## config.mk

```make
export PLATFORM = sky130hd
export DESIGN_NAME = sinc5_decim
export DESIGN_NICKNAME = d
export VERILOG_FILES = /design/src/rtl/sinc5_pkg.sv /design/src/rtl/sinc5_rate.sv /design/src/rtl/sinc5_integ.sv /design/src/rtl/sinc5_comb.sv /design/src/rtl/sinc5_settle.sv /design/src/rtl/sinc5_decim.sv
export SDC_FILE = /design/constraint.sdc
export NUM_CORES = 1
export LEC_CHECK = 0
export BUFFER_PORTS_ARGS = -buffer_cell sky130_fd_sc_hd__buf_2
export CORE_ASPECT_RATIO = 1.5
export CORE_MARGIN = 2
export CORE_UTILIZATION = 35
export DETAILED_ROUTE_END_ITERATION = 10
export SLEW_MARGIN = 30
export SYNTH_ARGS = -nofsm -noshare
export SYNTH_HDL_FRONTEND = slang
export SYNTH_HIERARCHICAL = 1
export SYNTH_SLANG_ARGS = --single-unit
```

## constraint.sdc

```tcl
create_clock -name clk_i -period 8.7 [get_ports clk_i]
set_clock_uncertainty 0.15 [all_clocks]
set_input_delay 0 -clock clk_i [delete_from_list [all_inputs] [get_ports clk_i]]
set_output_delay 0 -clock clk_i [all_outputs]
set_load 0.01 [all_outputs]
```

## src/rtl/sinc5_pkg.sv

```systemverilog
package sinc5_pkg;
  localparam int unsigned SETTLE_ASYNC   = 6;
  localparam int unsigned SETTLE_ALIGNED = 5;

  // bits of a full-scale comb output: sign + order*log2(decim)
  function automatic int unsigned res_width(int unsigned order, int unsigned decim);
    return 1 + order * $clog2(decim);
  endfunction
endpackage

```

## src/rtl/sinc5_rate.sv

```systemverilog
module sinc5_rate #(
  parameter int unsigned PRESCALE = 6,
  parameter int unsigned DECIM    = 64
) (
  input  logic clk_i,
  input  logic rst_ni,
  output logic mod_en_o,
  output logic tick_o
);
  localparam int unsigned PW = $clog2(PRESCALE);
  localparam int unsigned DW = $clog2(DECIM);

  logic [PW-1:0] pre_q;
  logic [DW-1:0] dec_q;

  assign mod_en_o = (pre_q == PW'(PRESCALE - 1));
  assign tick_o   = mod_en_o && (dec_q == DW'(DECIM - 1));

  always_ff @(posedge clk_i or negedge rst_ni) begin
    if (!rst_ni) begin
      pre_q <= '0;
      dec_q <= '0;
    end else begin
      pre_q <= mod_en_o ? '0 : pre_q + PW'(1);
      if (mod_en_o) dec_q <= tick_o ? '0 : dec_q + DW'(1);
    end
  end
endmodule

```

## src/rtl/sinc5_integ.sv

```systemverilog
module sinc5_integ #(
  parameter int unsigned ORDER = 5,
  parameter int unsigned ACC_W = 32
) (
  input  logic             clk_i,
  input  logic             rst_ni,
  input  logic             en_i,
  input  logic             bit_i,
  output logic [ACC_W-1:0] acc_o
);
  logic [ACC_W-1:0] acc_w [ORDER];

  for (genvar s = 0; s < ORDER; s++) begin : g_stage
    logic [ACC_W-1:0] inc;
    logic [ACC_W-1:0] acc_q;
    if (s == 0) begin : g_in
      assign inc = bit_i ? ACC_W'(1) : '1;  // +1 / -1
    end else begin : g_chain
      assign inc = acc_w[s-1];
    end
    always_ff @(posedge clk_i or negedge rst_ni) begin
      if (!rst_ni)   acc_q <= '0;
      else if (en_i) acc_q <= acc_q + inc;  // wraps by design
    end
    assign acc_w[s] = acc_q;
  end

  assign acc_o = acc_w[ORDER-1];
endmodule

```

## src/rtl/sinc5_comb.sv

```systemverilog
module sinc5_comb #(
  parameter int unsigned ORDER = 5,
  parameter int unsigned ACC_W = 32,
  parameter int unsigned RES_W = 31,
  parameter int unsigned OUT_W = 20
) (
  input  logic             clk_i,
  input  logic             rst_ni,
  input  logic             tick_i,
  input  logic [ACC_W-1:0] acc_i,
  output logic [OUT_W-1:0] result_o,
  output logic             vld_o
);
  localparam logic [ACC_W-1:0] MAXV = ACC_W'((64'd1 << (RES_W - 1)) - 64'd1);

  logic [ACC_W-1:0] diff [ORDER+1];
  logic [ACC_W-1:0] clamp;
  logic [OUT_W-1:0] res_q;
  logic             vld_q;

  assign diff[0] = acc_i;

  for (genvar s = 0; s < ORDER; s++) begin : g_stage
    logic [ACC_W-1:0] dly_q;
    always_ff @(posedge clk_i or negedge rst_ni) begin
      if (!rst_ni)     dly_q <= '0;
      else if (tick_i) dly_q <= diff[s];
    end
    assign diff[s+1] = diff[s] - dly_q;
  end

  // only +full scale can exceed RES_W bits
  assign clamp = ($signed(diff[ORDER]) > $signed(MAXV)) ? MAXV : diff[ORDER];

  always_ff @(posedge clk_i or negedge rst_ni) begin
    if (!rst_ni) begin
      res_q <= '0;
      vld_q <= 1'b0;
    end else begin
      vld_q <= tick_i;
      if (tick_i) res_q <= clamp[RES_W-1 -: OUT_W];
    end
  end

  assign result_o = res_q;
  assign vld_o    = vld_q;
endmodule

```

## src/rtl/sinc5_settle.sv

```systemverilog
module sinc5_settle #(
  parameter int unsigned ASYNC_CNT   = 6,
  parameter int unsigned ALIGNED_CNT = 5
) (
  input  logic clk_i,
  input  logic rst_ni,
  input  logic strobe_i,
  input  logic step_i,
  output logic settled_o
);
  localparam int unsigned CW = $clog2(ASYNC_CNT + 1);

  logic [CW-1:0] cnt_q;

  always_ff @(posedge clk_i or negedge rst_ni) begin
    if (!rst_ni)                        cnt_q <= CW'(ASYNC_CNT);
    else if (step_i)                    cnt_q <= strobe_i ? CW'(ALIGNED_CNT) : CW'(ASYNC_CNT);
    else if (strobe_i && cnt_q != '0)   cnt_q <= cnt_q - CW'(1);
  end

  assign settled_o = (cnt_q == '0);
endmodule

```

## src/rtl/sinc5_decim.sv

```systemverilog
module sinc5_decim #(
  parameter int unsigned PRESCALE = 6,
  parameter int unsigned DECIM    = 64,
  parameter int unsigned ORDER    = 5,
  parameter int unsigned OUT_W    = 20
) (
  input  logic             clk_i,
  input  logic             rst_ni,
  input  logic             mod_bit_i,
  input  logic             step_i,
  output logic [OUT_W-1:0] result_o,
  output logic             dready_o,
  output logic             settled_o
);
  localparam int unsigned RES_W = sinc5_pkg::res_width(ORDER, DECIM);
  localparam int unsigned ACC_W = RES_W + 1;  // one guard bit for +full scale

  logic             mod_en;
  logic             tick;
  logic [ACC_W-1:0] acc;

  sinc5_rate #(.PRESCALE(PRESCALE), .DECIM(DECIM)) u_rate (
    .clk_i(clk_i), .rst_ni(rst_ni), .mod_en_o(mod_en), .tick_o(tick)
  );

  sinc5_integ #(.ORDER(ORDER), .ACC_W(ACC_W)) u_integ (
    .clk_i(clk_i), .rst_ni(rst_ni), .en_i(mod_en), .bit_i(mod_bit_i), .acc_o(acc)
  );

  sinc5_comb #(.ORDER(ORDER), .ACC_W(ACC_W), .RES_W(RES_W), .OUT_W(OUT_W)) u_comb (
    .clk_i(clk_i), .rst_ni(rst_ni), .tick_i(tick), .acc_i(acc),
    .result_o(result_o), .vld_o(dready_o)
  );

  sinc5_settle #(
    .ASYNC_CNT(sinc5_pkg::SETTLE_ASYNC), .ALIGNED_CNT(sinc5_pkg::SETTLE_ALIGNED)
  ) u_settle (
    .clk_i(clk_i), .rst_ni(rst_ni), .strobe_i(dready_o), .step_i(step_i),
    .settled_o(settled_o)
  );
endmodule

```

---- Word-level counts from Yosys, hierarchy flattened ----
Cells that the tools add are included.
storage, ports and cells
  output and inout port bits .............. 22
  flip-flop bits (word level) ............. 353
  logic and storage cells ................. 43
  input bits .............................. 4
cells by class
  $add $sub $neg .......................... 13
  equal/unequal tests ..................... 2
  magnitude comparators ................... 1
  multiplexer cells ....................... 7
  reductions and logical operators ........ 5
operator list
  kind                  count
  $add 32x32->32        5
  $sub 32x32->32        5
  $gt 32x31->1 const B  1
  $mux 32               1
  $mux 31               1
  $mux 3                3
  $add 6x1->6 const B   1
  $eq 6x6->1 const B    1
  $mux 6                1
  $add 3x1->3 const B   1
  $eq 3x3->1 const B    1
  $logic_not 3->1       1
  $reduce_bool 3->1     1
  $sub 3x1->3 const B   1
  $logic_and 1x1->1     2
  $mux 2                1
  $reduce_bool 2->1     1

---- Logic depth before layout (Yosys ltp) ----
Gate-level depths: netlist of run 1.
  depth in word-level cells ............... 7
  depth in mapped cells ................... 50
  gate-level depth less buffers ........... 49

---- Modules after synthesis ----
The synthesis of run 1 kept the hierarchy.
modules (own cells, without submodules)
  module        cells an instance  instances  area an instance (µm²)  seq. area each (µm²)
  sinc5_comb    1714               1          14560.2                 4529.3
  sinc5_integ   1542               1          14144.8                 4003.8
  sinc5_rate    39                 1          425.4                   225.2
  sinc5_settle  18                 1          176.4                   77.6

---- Worst setup path before layout of run 1 ----
OpenSTA, ideal clock, no wires.
  path kind ............................... reg-to-reg
  from .................................... reg u_integ.g_stage[4].acc_q[0], in the netlist u_integ/acc_o[0]
  to ...................................... reg u_comb.res_q[15], in the netlist u_comb/result_o[15]
  setup slack ............................. -0.211 ns
  path buffers ............................ 1
  stages on the path, launching flop included .. 47
  required time ........................... 8.482 ns
  arrival ................................. 8.693 ns
  setup time .............................. 0.068 ns
  period minus slack after synthesis ...... 8.911 ns
  cell sequence ........................... dfrtp_1 > inv_1 > ha_1 > inv_1 > fa_1 > a21o_1 > a21oi_1 > o21a_1 > o31ai_1 > a21oi_1 > inv_1 > a21oi_1 > xnor2_1 > ha_1 > a211o_1 > a21oi_1 > a31oi_1 > a21o_1 > [11 not listed] > xnor2_1 > ha_1 > and3_1 > a31oi_1 > nand2_1 > a21oi_1 > o21bai_1 > a221o_1 > a21oi_1 > xnor2_1 > ha_1 > o21ai_0 > a21oi_1 > o21ai_1 > mux2i_2 > nand4_2 > buf_6 > nand3_2
RTL lines
  item                    line               text
  from (decl)             sinc5_integ.sv:15  logic [ACC_W-1:0] acc_q;
  from (signal assigned)  sinc5_integ.sv:23  else if (en_i) acc_q <= acc_q + inc;
  to (signal assigned)    sinc5_comb.sv:41   if (tick_i) res_q <= clamp[RES_W-1 -: OUT_W];
  to (decl)               sinc5_comb.sv:18   logic [OUT_W-1:0] res_q;

==> flow_summary.toml, run 1 <==
[outcome]
outcome = "finished, final reports clean"

[grt]
grt_max_degree = 179
grt_pass1_wl_um = 110000
grt-ovfl-total = 0
grt_antenna_before_repair = 0
grt_use_total = 0.151
grt_pass1_vias = 24000

[sta]
rsz0062_at_grt = "true"
timing.fmax_ghz = 0.116
postLayoutSetupSlackWorst_ns = 0.0722
finalCritPeriodShare = 0.992
slew_violations = 0
setup_viol_count_final = 0
tightest_slew_ns = 0.873
finalHoldViolCount = 0
relSlewSlack = 0.418
period_needed_ns = 8.63
whs_ns = 0.0609

[cts]
htreeDepth = 2
clock_latency_ns = 0.59
cts_tree = "done"
clockBufferDepth = 3
clkTransAtPathRegs_ns = 0.06
root_buffer = "clkbuf_16"
cts_sinks = 353
cts_made_buffers = 42

[floorplan]
initial_core_util = 0.352
chipHeight_um = 358
rows = 130
coreArea_um2 = 83300
die_w_um = 240
die-area_um2 = 86100
ios = 26

[run]
maxCapViolCount = 0

[logic_synthesis]
syn_nets = 3639
synth_most_common_cell = "dfrtp_1"
syn_inst = 3313
yosys-top-cells-count = "dfrtp_1, ha_1, nand2_1, a21oi_1, o21ai_0"
synth_seq_cells = 353
synth_ff_type = "dfrtp_1"
synth.distinct_cells = 121
synth_edf_count = 0
yosysSeqAreaShare = 0.301
async_reset_ff_frac = 1.00
syn_area_um2 = 29300
ys_top_cells_by_area = "dfrtp_1, ha_1, xnor2_1"
syn_area_per_cell_um2 = 8.85
synth_top_area_share = 0.300
yosys.area.top_type = "dfrtp_1"
ys_warn_count = 6

[finish]
stdcell_area_um2 = 34000
area_growth_syn_to_layout_pct = 16.1
drive_above_1_share = 0.172
final_nets = 3803
fillers = 8424
utilization = 0.409
antenna_cells = 0

[critical_path]
crit_path_top_delay_cell = "dfrtp_1"
cp_max_fo = 5
crit_type = "register to register"
cp_common_cell = "a21oi_2"
ff2ff_setup_slack_ns = 0.07
critPathLaunchType = "register"
worst-endpoint-arrival_ns = 8.98
cpPeakStageDelay_ns = 0.37
cp_data_required_time_ns = 9.05
critical_path.endpoint_type = "register"

[detailed_routing]
drc_errors = 0
drt-pass1-iter-count = 4
wirelength_um = 65600
drtIter0Drc = 851
wl_per_cell_um = 14.2
drtAntennaViolNets = 0
viasPerCell = 5.16
vias = 23900

[placed_design]
gp_congestion = 0.816
pre_cts_ws_ns = -0.381
hpwl_um = 47700
placed_cell_area_um2 = 31600
io_buffers = 25

[hold_path]
hold_class = "input pin to register"
## worst max-delay path, delay by kind of cell, from the launching register on
family | cells | cell delay [ns]
adders and majority gates | 6 | 1.67
and+or+nand+nor | 5 | 0.80
buffers and inverters | 9 | 0.97
DFF | 1 | 0.37
xor gates and xnor gates | 5 | 0.71
AOI/OAI and AO/OA | 24 | 3.88
## placed cells by master (no fill, tap or decap), types with 43 or more instances in the layout
cell type,n
dfrtp_1,351
ha_1,303
nand2_1,301
o21ai_0,251
inv_1,248
a21oi_1,241
buf_4,177
xnor2_1,172
nor2_1,155
a21o_1,153
mux2_2,142
xor2_1,76
nand3_1,67
o21bai_1,51
o21a_1,48
clkbuf_16,43
## logic make-up (layout without fill, tap and decap cells)
| kind of cell | count (synthesis) | in the layout | share of synthesized area |
|---|---|---|---|
| buffers and inverters | 353 | 545 | 0.0462 |
| DFF | 353 | 353 | 0.301 |
| muxes | 167 | 167 | 0.0636 |
| and+or+nand+nor | 796 | 796 | 0.132 |
| adders and majority gates | 322 | 322 | 0.140 |
| xor gates and xnor gates | 265 | 265 | 0.0801 |
| AOI/OAI and AO/OA | 1057 | 1059 | 0.236 |
## sequential cells by signal, indices dropped and copies added (netlist names)
signal	count
u_rate/dec_q	6
u_settle/cnt_q	3
u_integ/g_stage.acc_q	128
u_comb/result_o	20
u_comb/g_stage.dly_q	160
u_comb/vld_o	1
u_rate/pre_q	3
u_integ/acc_o	32
## worst paths after layout
| kind | startpoint | to | depth (start not counted) |
|---|---|---|---|
| worst min-delay path | step_i | u_settle/cnt_q[2]$_DFFE_PN1P_ | 3 |
| max in group asynchronous | rst_ni | u_integ/g_stage[0].acc_q[13]$_DFFE_PN0P_ | 6 |
| worst max register to register | u_integ/acc_o[0]$_DFFE_PN0P_ | u_comb/result_o[11]$_DFFE_PN0P_ | 49 |
| worst min register to register | u_settle/cnt_q[1]$_DFFE_PN1P_ | u_settle/cnt_q[1]$_DFFE_PN1P_ | 2 |
| worst max-delay path | u_integ/acc_o[0]$_DFFE_PN0P_ | u_comb/result_o[11]$_DFFE_PN0P_ | 49 |
| min in group asynchronous | rst_ni | u_settle/cnt_q[1]$_DFFE_PN1P_ | 3 |
## per-layer routing
layer,track usage,routed length (um),part of all wire
met5,0,0,0
met2,0.295,34700,0.53
met1,0.157,26400,0.40
met4,0.0763,3190,0.049
met3,0.0171,1350,0.021
## layout make-up
class                   instances  area (um2)  area share
clock inverters                18         241     0.00710
well taps                    1122        1400      0.0413
flip-flops and latches        353        8840       0.260
repair buffers                219        1750      0.0514
multi-input cells            2609       19700       0.579
inverters                     252         951      0.0279
clock buffers                  56        1150      0.0339
## stage by stage
stage | cells | setup TNS, ns
final | 4629 | 0
after global routing | 4629 | -8.08
after CTS | 4604 | 0
after detailed placement | 4505 | -6.96
after global placement | 4505 | -3.99
after floorplan | 3313 | 0
## what timing repair did
item                                    in CTS  in global routing
endpoints found under the setup margin      20                 21
setup buffers                               17                 24
hold buffers                                 5                  0
resized for setup                           43                 87
pin swaps                                   37                 70
endpoints found under the hold margin       91                  0
cloned                                       3                  2
Power of run 1 is not shown: default switching activity piles up to over one toggle a cycle in this logic, so the estimate is an artifact.
==> run 2: changes to the inputs <==
==> constraint.sdc (replaced) <==
create_clock -name clk_i -period 10.6 [get_ports clk_i]
set_clock_uncertainty 0.15 [all_clocks]
set_input_delay 0 -clock clk_i [delete_from_list [all_inputs] [get_ports clk_i]]
set_output_delay 0 -clock clk_i [all_outputs]
set_load 0.01 [all_outputs]
==> run 2 against run 1 <==
Compared with the run above:
- register-to-register slack gained 0.85 ns
- count of clock-buffer cells in the layout fell by 3
- utilization fell by 2.3 points
- fmax down 11%
- sequential cell count stayed put
- critical path type unchanged
==> flow_summary.toml, run 2 (synthesis results as in run 1) <==
[finish]
fillers = 8587
final_nets = 3625
largest_reg_flops = 160
drive_above_1_share = 0.101
regMostFlops = "u_comb/g_stage.dly_q"
final_cell_mix = "dfrtp_1, ha_1, nand2_1, a21oi_1, o21ai_0"
antenna_cells = 0
layout.cells.most_common = "dfrtp_1"
area_growth_syn_to_layout_pct = 9.64

[placed_design]
gp_congestion = 0.820
io_buffers = 25
hpwl_um = 46900

[critical_path]
cp_num_buf_inv = 4
critPathLaunchType = "register"
critical_path.endpoint_type = "register"
cp_data_required_time_ns = 10.95
crit_path_top_delay_cell = "mux2i_2"
cp_top_family = "compound AO/OA/AOI/OAI gates"
reg2regPathDepth = 46
crit_type = "register to register"
cp_common_cell = "a21oi_1"
worst-endpoint-arrival_ns = 10.03
path_depth = 46
cpPeakStageDelay_ns = 0.42
cp_max_fo = 19

[grt]
grt-ovfl-total = 0
grt_pass1_vias = 23200
grt_use_total = 0.147
grt_max_degree = 174
grt_pass1_wl_um = 107000
grt_antenna_before_repair = 0

[detailed_routing]
routed.top_layer = "met4"
wl_met3_um = 1470
wirelength_um = 63000
drtAntennaViolNets = 0
wl_met2_um = 33600
vias = 23100
drt-pass1-iter-count = 6
drtIter0Drc = 933
viasPerCell = 5.19
wl_met1_um = 26100
drc_errors = 0
wl_per_cell_um = 14.2

[outcome]
outcome = "finished, final reports clean"

[cts]
htreeDepth = 2
clkTransAtPathRegs_ns = 0.06
clockBufferDepth = 3
cts_tree = "done"
root_buffer = "clkbuf_16"
cts_sinks = 353
clock_latency_ns = 0.59
cts_made_buffers = 42

[floorplan]
die-area_um2 = 86100
rows = 130
chipHeight_um = 358
ios = 26
initial_core_util = 0.352
coreArea_um2 = 83300
die_w_um = 240

[sta]
finalHoldViolCount = 0
finalCritPeriodShare = 0.913
period_needed_ns = 9.68
slew_violations = 0
rsz0062_at_grt = "false"
timing.fmax_ghz = 0.103
relSlewSlack = 0.489
setup_viol_count_final = 0
tightest_slew_ns = 0.767
setup_tns_ns = 0
whs_ns = 0.0633

[hold_path]
worstHoldPathCells = 3
hold_class = "input pin to register"

[run]
maxCapViolCount = 0
==> run 2: what timing repair did <==
item | 4_1_cts | 5_1_grt
resized for setup | 0 | 7
hold endpoints to repair | 82 | 0
buffers inserted | 0 | 2
hold buffers | 5 | 0
setup endpoints to repair | 0 | 20
==> run 2: worst reg2reg max path: cells and delay by family (launching register included) <==
family | cells | cell delay (ns)
AOI/OAI and AO/OA | 27 | 5.22
xor gates and xnor gates | 4 | 0.66
and+or+nand+nor | 4 | 0.56
buffers and inverters | 4 | 0.38
muxes | 1 | 0.42
DFF | 1 | 0.40
adders and majority gates | 6 | 1.82
==> run 2: per-stage QoR <==
stage | area (um2) | utilization | instances | setup WS [ns]
6_report | 32100 | 0.386 | 4455 | 0.921
5_1_grt | 32100 | 0.386 | 4455 | 0.0708
4_1_cts | 32000 | 0.385 | 4452 | 0.294
3_5_place_dp | 30500 | 0.367 | 4369 | 0.326
3_3_place_gp | 30500 | 0.367 | 4369 | 0.558
2_1_floorplan | 29300 | - | 3313 | 1.69
==> run 2: per-layer routing <==
metal  up-vias  global-route usage
met4         0              0.0516
met2       241               0.291
li1      11900                   -
met3       118              0.0179
met5         -                   0
met1     10900               0.158
==> run 2: cell type report <==
class	count	area (um2)	share of cell area
clock inverters	25	277	0.00861
repair buffers	43	370	0.0115
inverters	252	951	0.0296
multi-input cells	2607	19200	0.596
clock buffers	53	1130	0.0352
well taps	1122	1400	0.0437
flip-flops and latches	353	8840	0.275
==> run 2: final timing paths <==
kind / start / slack [ns] / endpoint
setup / recovery: u_integ/acc_o[0]$_DFFE_PN0P_ / 0.92 / u_comb/result_o[1]$_DFFE_PN0P_
hold / removal: step_i / 0.06 / u_settle/cnt_q[2]$_DFFE_PN1P_
setup reg to reg: u_integ/acc_o[0]$_DFFE_PN0P_ / 0.92 / u_comb/result_o[1]$_DFFE_PN0P_
hold reg to reg: u_integ/g_stage[1].acc_q[31]$_DFFE_PN0P_ / 0.33 / u_integ/g_stage[1].acc_q[31]$_DFFE_PN0P_
max in group asynchronous: rst_ni / 9.01 / u_integ/g_stage[3].acc_q[13]$_DFFE_PN0P_
min in group asynchronous: rst_ni / 0.42 / u_settle/cnt_q[1]$_DFFE_PN1P_
Power of run 2 is left out for the same reason.
